<file path="config.mk">
export PLATFORM = sky130hd
export DESIGN_NAME = irq_priv_selector
export DESIGN_NICKNAME = d
export VERILOG_FILES = /design/src/rtl/irqsel_pkg.sv /design/src/rtl/irqsel_lowpick.sv /design/src/rtl/irqsel_ctrl.sv /design/src/rtl/irqsel_datapath.sv /design/src/rtl/irq_priv_selector.sv
export SDC_FILE = /design/constraint.sdc
export NUM_CORES = 1
export LEC_CHECK = 0
export ABC_AREA = 0
export BUFFER_PORTS_ARGS = -buffer_cell sky130_fd_sc_hd__buf_2
export CAP_MARGIN = 20
export CORE_ASPECT_RATIO = 1.25
export CORE_MARGIN = 5
export CORE_UTILIZATION = 45
export DETAILED_ROUTE_END_ITERATION = 10
export PLACE_DENSITY_LB_ADDON = 0.05
export SKIP_LAST_GASP = 1
export SYNTH_ARGS = -nofsm -noshare
export SYNTH_HDL_FRONTEND = slang
export SYNTH_SLANG_ARGS = --single-unit
</file>
<file path="constraint.sdc">
create_clock -name clk -period 5.8 [get_ports clk]
set_input_delay 0.87 -clock clk [delete_from_list [all_inputs] [get_ports clk]]
set_output_delay 0.87 -clock clk [all_outputs]
set_load 0.02 [all_outputs]
</file>
<file path="src/rtl/irqsel_pkg.sv">
package irqsel_pkg;

  typedef enum logic [1:0] {
    PRIV_U   = 2'd0,
    PRIV_S   = 2'd1,
    PRIV_RSV = 2'd2,
    PRIV_M   = 2'd3
  } privLvl_e;

  // Strobes from the control decode to the datapath.
  typedef struct packed {
    logic mOpen;      // non-delegated candidates may pass
    logic sOpen;      // delegated candidates may pass
    logic hsOpen;     // host-level pass while virtualized
    logic virtSplit;  // guest sources handled in a second phase
  } gateStrobes_t;

endpackage

</file>
<file path="src/rtl/irqsel_lowpick.sv">
module irqsel_lowpick #(
  parameter int NUM_IRQ = 16,
  parameter int CAUSE_W = 6
) (
  input  logic [NUM_IRQ-1:0] vecIn,
  output logic               found,
  output logic [CAUSE_W-1:0] idx
);

  logic [NUM_IRQ:0]   seenChain;
  logic [NUM_IRQ-1:0] winHot;

  assign seenChain[0] = 1'b0;

  genvar g;
  generate
    for (g = 0; g < NUM_IRQ; g++) begin : gChain
      assign seenChain[g+1] = seenChain[g] | vecIn[g];
      assign winHot[g]      = vecIn[g] & ~seenChain[g];
    end
  endgenerate

  assign found = seenChain[NUM_IRQ];

  always_comb begin
    idx = '0;
    for (int i = 0; i < NUM_IRQ; i++) begin
      if (winHot[i]) idx = idx | CAUSE_W'(i);
    end
  end

endmodule

</file>
<file path="src/rtl/irqsel_ctrl.sv">
module irqsel_ctrl
  import irqsel_pkg::*;
(
  input  logic [1:0]   privLvl,
  input  logic         mGlobalEn,
  input  logic         sGlobalEn,
  input  logic         virtOn,
  input  logic         hsSGlobalEn,
  output gateStrobes_t strobes
);

  logic belowM, belowS, atM, atS;

  assign belowM = (privLvl != PRIV_M);
  assign belowS = (privLvl == PRIV_U);
  assign atM    = (privLvl == PRIV_M);
  assign atS    = (privLvl == PRIV_S);

  always_comb begin
    strobes.mOpen     = belowM | (atM & mGlobalEn);
    strobes.sOpen     = belowS | (atS & sGlobalEn);
    strobes.hsOpen    = belowS | (atS & hsSGlobalEn);
    strobes.virtSplit = virtOn;
  end

  // supervisor-level opening implies machine-level opening at every level.
  always_comb begin
    a_s_implies_m_r4: assert (!strobes.sOpen || strobes.mOpen);
  end

endmodule

</file>
<file path="src/rtl/irqsel_datapath.sv">
module irqsel_datapath
  import irqsel_pkg::*;
#(
  parameter int                 NUM_IRQ = 16,
  parameter int                 CAUSE_W = 6,
  parameter logic [NUM_IRQ-1:0] VS_MASK = NUM_IRQ'(16'h0444)
) (
  input  logic               clk,
  input  logic               rstN,
  input  logic [NUM_IRQ-1:0] pendVec,
  input  logic [NUM_IRQ-1:0] enableVec,
  input  logic [NUM_IRQ-1:0] delegVec,
  input  logic [1:0]         privLvl,
  input  logic               mGlobalEn,
  input  logic               virtOn,
  input  gateStrobes_t       strobes,
  output logic               takeIrq,
  output logic [CAUSE_W-1:0] causeNum,
  output logic               forceHs
);

  logic [NUM_IRQ-1:0] candVec, hostCand, guestCand, hsPool, phase2Pool, gatedVec;
  logic               hsFound, mainFound;
  logic [CAUSE_W-1:0] hsIdx, mainIdx;
  logic               takeNext, forceNext;
  logic [CAUSE_W-1:0] causeNext;

  assign candVec   = pendVec & enableVec;
  assign hostCand  = candVec & ~VS_MASK;
  assign guestCand = candVec & VS_MASK;

  assign hsPool     = (strobes.virtSplit && strobes.hsOpen) ? hostCand : '0;
  assign phase2Pool = strobes.virtSplit ? guestCand : hostCand;
  assign gatedVec   = (phase2Pool & ~delegVec & {NUM_IRQ{strobes.mOpen}})
                    | (phase2Pool &  delegVec & {NUM_IRQ{strobes.sOpen}});

  irqsel_lowpick #(.NUM_IRQ(NUM_IRQ), .CAUSE_W(CAUSE_W)) i_pickHs (
    .vecIn(hsPool), .found(hsFound), .idx(hsIdx)
  );

  irqsel_lowpick #(.NUM_IRQ(NUM_IRQ), .CAUSE_W(CAUSE_W)) i_pickMain (
    .vecIn(gatedVec), .found(mainFound), .idx(mainIdx)
  );

  always_comb begin
    takeNext  = 1'b0;
    forceNext = 1'b0;
    causeNext = '0;
    if (hsFound) begin
      takeNext  = 1'b1;
      forceNext = 1'b1;
      causeNext = hsIdx;
    end else if (mainFound) begin
      takeNext  = 1'b1;
      causeNext = mainIdx;
    end
  end

  always_ff @(posedge clk) begin
    if (!rstN) begin
      takeIrq  <= 1'b0;
      forceHs  <= 1'b0;
      causeNum <= '0;
    end else begin
      takeIrq  <= takeNext;
      forceHs  <= forceNext;
      causeNum <= causeNext;
    end
  end

  // a taken cause was pending and enabled at the deciding edge.
  p_cause_candidate_r2: assert property (@(posedge clk) disable iff (!rstN)
    takeIrq |-> ((($past(pendVec & enableVec)) >> causeNum) & NUM_IRQ'(1)) != '0);

  // idle output carries a zero cause and no force.
  p_idle_clear_r7: assert property (@(posedge clk) disable iff (!rstN)
    !takeIrq |-> (causeNum == '0) && !forceHs);

  // force only comes with a take while virtualized.
  p_force_virt_r8: assert property (@(posedge clk) disable iff (!rstN)
    forceHs |-> takeIrq && $past(virtOn));

  // guest sources are hidden without virtualization.
  p_guest_hidden_r10: assert property (@(posedge clk) disable iff (!rstN)
    (takeIrq && !$past(virtOn)) |-> ((VS_MASK >> causeNum) & NUM_IRQ'(1)) == '0);

  // machine level with global enable clear takes nothing.
  p_mmode_closed_r3: assert property (@(posedge clk) disable iff (!rstN)
    $past(privLvl == PRIV_M && !mGlobalEn) |-> !takeIrq);

endmodule

</file>
<file path="src/rtl/irq_priv_selector.sv">
module irq_priv_selector
  import irqsel_pkg::*;
#(
  parameter int                 NUM_IRQ = 16,
  parameter int                 CAUSE_W = 6,
  parameter logic [NUM_IRQ-1:0] VS_MASK = NUM_IRQ'(16'h0444)
) (
  input  logic               clk,
  input  logic               rstN,
  input  logic [NUM_IRQ-1:0] pendVec,
  input  logic [NUM_IRQ-1:0] enableVec,
  input  logic [NUM_IRQ-1:0] delegVec,
  input  logic [1:0]         privLvl,
  input  logic               mGlobalEn,
  input  logic               sGlobalEn,
  input  logic               virtOn,
  input  logic               hsSGlobalEn,
  output logic               takeIrq,
  output logic [CAUSE_W-1:0] causeNum,
  output logic               forceHs
);

  gateStrobes_t strobes;

  irqsel_ctrl i_ctrl (
    .privLvl    (privLvl),
    .mGlobalEn  (mGlobalEn),
    .sGlobalEn  (sGlobalEn),
    .virtOn     (virtOn),
    .hsSGlobalEn(hsSGlobalEn),
    .strobes    (strobes)
  );

  irqsel_datapath #(.NUM_IRQ(NUM_IRQ), .CAUSE_W(CAUSE_W), .VS_MASK(VS_MASK)) i_dp (
    .clk      (clk),
    .rstN     (rstN),
    .pendVec  (pendVec),
    .enableVec(enableVec),
    .delegVec (delegVec),
    .privLvl  (privLvl),
    .mGlobalEn(mGlobalEn),
    .virtOn   (virtOn),
    .strobes  (strobes),
    .takeIrq  (takeIrq),
    .causeNum (causeNum),
    .forceHs  (forceHs)
  );

endmodule

</file>
; ---- After elaboration in Yosys (flattened, before gate mapping)
; Index checks and enable logic that the tools add are counted.
; Widths: inputs -> output; s select.
[word_totals]
wordCells = 148
ff_bits = 8
inputBits = 56
output_inout_bits = 8
[op_classes]
muxes = 37
eq_ne = 3
bitwise_logic = 103
n_reduce_logical = 2
[ops]
columns = cell, count
row1 = $and 16x16->16, 5
row2 = $mux 4, 16
row3 = $and 1x1->1, 33
row4 = $or 1x1->1, 33
row5 = $mux 16, 2
row6 = $not 1->1, 30
row7 = $mux 3, 8
row8 = $not 16->16, 1
row9 = $or 16x16->16, 1
row10 = $mux 6, 2
row11 = $mux 2, 4
row12 = $mux 1, 5
row13 = $eq 2x1->1 const B, 1
row14 = $eq 2x2->1 const B, 1
row15 = $logic_not 2->1, 1
row16 = $ne 2x2->1 const B, 1
row17 = $logic_and 1x1->1, 1

; ---- Logic depth before layout (Yosys ltp)
[logic_depth]
depth_word = 24
mapped_depth = 8
ltp_nobuf = 6

; ---- By module
; Synthesis repeated with hierarchy kept, for this count alone.
[hier_totals]
cells_unflattened = 177
hier_area_um2 = 1189.9
[modules_own_cells]
columns = module, instances, cells_each, seq_area_each_um2, area_each_um2
row1 = irqsel_datapath, 1, 99, 160.2, 671.9
row2 = irqsel_lowpick, 2, 36, 0.0, 242.7
row3 = irqsel_ctrl, 1, 6, 0.0, 32.5

; ---- Worst setup path before layout
; OpenSTA, ideal clock, no wires.
[synth_path]
kind = input-to-reg
startpoint = in virtOn
endpoint = reg i_dp.causeNum[1]
cell_stages = 7
path_buffers = 1
slack_ns = 3.266
setup_ns = 0.095
required_ns = 5.705
arrival_time_ns = 2.439
path_cell_list = buf_4 > nand4bb_1 > o31ai_1 > a2111oi_4 > nand4_4 > o31a_1 > a221oi_1
[synth_via]
elab_chain_len = 23
word_cells_on_any_way = 100
classes_between = mux (32) / bitwise (67) / reduce/logical (1)
[synth_rtl]
columns = item, line_no
row1 = from (decl), irq_priv_selector.sv:16  ; input logic virtOn,
row2 = $mux 16, irqsel_datapath.sv:33  ; assign phase2Pool = strobes.virtSplit ? guestCand : hostCand;
row3 = $and 16x16->16 (on tied branches) (2 in series), "irqsel_datapath.sv:34, irqsel_datapath.sv:35"
row4 = $or 16x16->16, irqsel_datapath.sv:35  ; | (phase2Pool & delegVec & {NUM_IRQ{strobes.sOpen}});
row5 = $or 1x1->1, irqsel_lowpick.sv:18  ; assign seenChain[g+1] = seenChain[g] | vecIn[g];
row6 = $not 1->1 / $or 1x1->1 (equally long branches), "irqsel_lowpick.sv:19, irqsel_lowpick.sv:18"
row7 = $and 1x1->1 (tied with other cells), irqsel_lowpick.sv:19  ; assign winHot[g] = vecIn[g] & ~seenChain[g];
row8 = $mux 2 (tied with other cells), irqsel_lowpick.sv:28  ; if (winHot[i]) idx = idx | CAUSE_W'(i);
row9 = $mux 2 / $or 1x1->1 (equally long branches), "irqsel_lowpick.sv:28, irqsel_lowpick.sv:18"
row10 = $mux 3 (tied with other cells) (3 in series), irqsel_lowpick.sv:28
row11 = $mux 3 / $or 1x1->1 (equally long branches), "irqsel_lowpick.sv:28, irqsel_lowpick.sv:18"
row12 = $mux 4 (tied with other cells) (3 in series), irqsel_lowpick.sv:28
row13 = $mux 4 / $or 1x1->1 (equally long branches), "irqsel_lowpick.sv:28, irqsel_lowpick.sv:18"
row14 = $mux 4 (tied with other cells) (2 in series), irqsel_lowpick.sv:28
row15 = $mux 4 / $and 1x1->1 (equally long branches), "irqsel_lowpick.sv:28, irqsel_lowpick.sv:19"
row16 = $mux 4, irqsel_lowpick.sv:28
row17 = $mux 6, irqsel_datapath.sv:53  ; end else if (mainFound) begin
row18 = $mux 6 (*), irqsel_datapath.sv:49  ; if (hsFound) begin
row19 = to (signal assigned), irqsel_datapath.sv:67  ; causeNum <= causeNext;
row20 = to (decl), irqsel_datapath.sv:18  ; output logic [CAUSE_W-1:0] causeNum,
; Every way passes the cells marked *; elsewhere a longest branch is shown, timed or not.
; A chain may end at the register's enable or synchronous reset.

; ---- Worst setup path after layout
; Ends and elaborated chain as after synthesis.

==> summary.md <==
| Metric | Value |
|---|---|
| Status | `finished clean` |
| Hold slack | `0.916 ns` |
| Vias per cell | `6.16` |
| Die span in y | `65.7 µm` |
| PortBufs | `61` |
| ANT cells | `0` |
| Synth Cell Area | `1120 µm²` |
| Routed WL | `3930 µm` |
| DRT iter0 DRCs | `58` |
| Max Freq | `351 MHz` |
| Post-DP Area | `1400 µm²` |
| Largest net degree at the start of global routing | `29` |
| Clock Tree Buf Depth | `2` |
| Yosys cell types | `53` |
| Synth cell count leaders | `nor2_1, nand2_1, a21oi_1` |
| TritonCTS buffer count | `3` |
| Post-CTS sizing | `0` |
| Slew headroom | `0.647` |
| Synth Warn # | `0` |
| Hold path depth | `2` |
| Initial Util | `0.465` |
| Min-delay src | `rstN` |
| GRT Util Overall | `0.234` |
| Deepest level of the CTS H-tree | `1` |
| DIE WIDTH | `54.6 µm` |
| Register area share after synthesis | `0.108` |
| Clock Sinks | `6` |
| Clock Pin Slew Worst Setup and Hold Paths | `0.04 ns` |
| Root Driver | `clkbuf_4` |
| Fin area | `1420 µm²` |
| FP Rows | `20` |
| Postcts setup bufs | `0` |
| RePlAce Congestion | `0.902` |
| Critical Path Start Type | `input pin` |
| Pre-antenna DRT Iters | `4` |
| RSZ-0062 raised after global routing | `false` |
| Final nets | `270` |
| Global-route wire length before repair | `6470 µm` |
| Final hold violations | `0` |
| IO Count | `64` |
| Req. time, crit path | `5.93 ns` |
| Fin util | `0.592` |
| Sum Neg Setup Slack | `0 ns` |
| Crit path capture type | `flip-flop` |
| # setup viols final | `0` |
| Via count | `1510` |
| Top-count cell post-synth | `nor2_1` |
| Cts hold-fix bufs | `0` |
| Pwr Density | `134 nW/µm²` |
| Synthesis-to-layout area growth | `27.2%` |
| Total grt overflow | `0` |
| Top FF cell, synth | `dfxtp_1` |
| Yosys reg bits | `6` |
| Mapped Cells | `155` |
| Final cell count without fillers | `245` |
| Initial antenna violation count | `0` |
| Wirelength per Cell | `16.0 µm` |
| Yosys top cell by area | `dfxtp_1` |
| Number of global-route vias before repair | `1501` |
| VDD IR max | `0.0744 mV` |
| Cells taking the most area after synthesis | `dfxtp_1, a21oi_1, nor2_1, nand2_1, nand3_1` |
| DP HPWL | `3340 µm` |
| Tcrit/Tclk final | `0.492` |
| Post-synth EDFFs | `0` |
| Hold Crit Class | `input pin to flip-flop` |
| FFs w/ async S/R, synth | `0` |
| Total power | `191 µW` |
| Placed cell count | `242` |
| Least-Margin Pin Slew | `0.530 ns` |
| Dpl ws | `2.74 ns` |
| Critical Path AT | `2.99 ns` |
| Antenna viol nets, final | `0` |
| LEAKAGE | `0.618 nW` |
| CP Max Fanout | `28` |
| Number of remaining DRC errors | `0` |
| Maxcap violations | `0` |
| Syn_area_per_cell | `7.21 µm²` |
| Hold Path End | `i_dp.causeNum[2]$_SDFF_PN0_` |
| Period minus WS final | `2.85 ns` |
| Setup slack after layout | `2.95 ns` |
| Fin. max-slew vios | `0` |
| Share of cells above drive strength 1 | `0.330` |
| CTS tree | `yes` |
| Setup CP Type | `input pin to flip-flop` |
| Die ar. | `3590 µm²` |
| Area of the core | `2400 µm²` |
| Synth top area share | `0.108` |
-- placed cells by master, fill, tap and decap left out, drive strengths merged, types with 5 or more instances in the layout --
| cell type | n |
|---|---|
| buf | 61 |
| nor3 | 5 |
| o22ai | 5 |
| o21ai | 5 |
| nand2 | 15 |
| nand3 | 11 |
| a21oi | 14 |
| nor2 | 16 |
| dfxtp | 6 |
-- registers in the layout, summed over array words and instances, names as in the netlist --
register and cells:
i_dp.causeNum 4, i_dp.takeIrq 1, i_dp.forceHs 1
-- logic make-up (layout without fill, tap and decap cells) --
logic type | after synthesis | count (layout) | share of synthesized area
AO/OA/AOI/OAI | 66 | 66 | 0.450
buffers and inverters | 11 | 67 | 0.0717
flip-flops | 6 | 6 | 0.108
other | 1 | 2 | 0.00336
AND/OR/NAND/NOR | 71 | 71 | 0.367
-- layout make-up --
cell class | instances | area (µm²)
Timing Repair Buffer | 61 | 305
Clock buffer | 3 | 22.5
Sequential cell | 6 | 120
Fill cell | 254 | 981
Multi-Input combinational cell | 139 | 921
Tap cell | 33 | 41.3
Inverter | 3 | 11.3
-- worst max path at each step --
stage | start | to | slack, ns | cells past startpoint
6_report | virtOn | i_dp.causeNum[1]$_SDFF_PN0_ | 2.95 | 7
3_3_place_gp | virtOn | i_dp.causeNum[1]$_SDFF_PN0_ | 2.85 | 7
4_1_cts | virtOn | i_dp.causeNum[1]$_SDFF_PN0_ | 2.97 | 7
2_1_floorplan | virtOn | i_dp.causeNum[1]$_SDFF_PN0_ | 3.27 | 7
5_1_grt | virtOn | i_dp.causeNum[1]$_SDFF_PN0_ | 2.77 | 7
3_5_place_dp | virtOn | i_dp.causeNum[1]$_SDFF_PN0_ | 2.74 | 7
-- critical path: stages --
cell and delay [ns]:
buf_2 0.40, nand4bb_1 0.26, o31ai_1 0.13, a2111oi_4 0.49, nand4_4 0.18, o31a_1 0.37
a221oi_1 0.29
-- metal layers --
metal | part of all wire | track usage | routed length (µm)
met5 | 0 | 0 | 0
met4 | 0.011 | 0.0872 | 44
met3 | 0.084 | 0.00907 | 329
met2 | 0.51 | 0.406 | 2020
met1 | 0.39 | 0.295 | 1540
-- power by group --
| group | leakage, nW | total (mW) | internal, mW | switching (mW) |
|---|---|---|---|---|
| clock | 0.0138 | 0.0357 | 0.0232 | 0.0124 |
| combinational | 0.555 | 0.108 | 0.0447 | 0.0633 |
| sequential | 0.0498 | 0.0471 | 0.0463 | 0.000830 |
| total | 0.618 | 0.191 | 0.114 | 0.0766 |
Note: power is estimated with default switching activity, not from simulation.
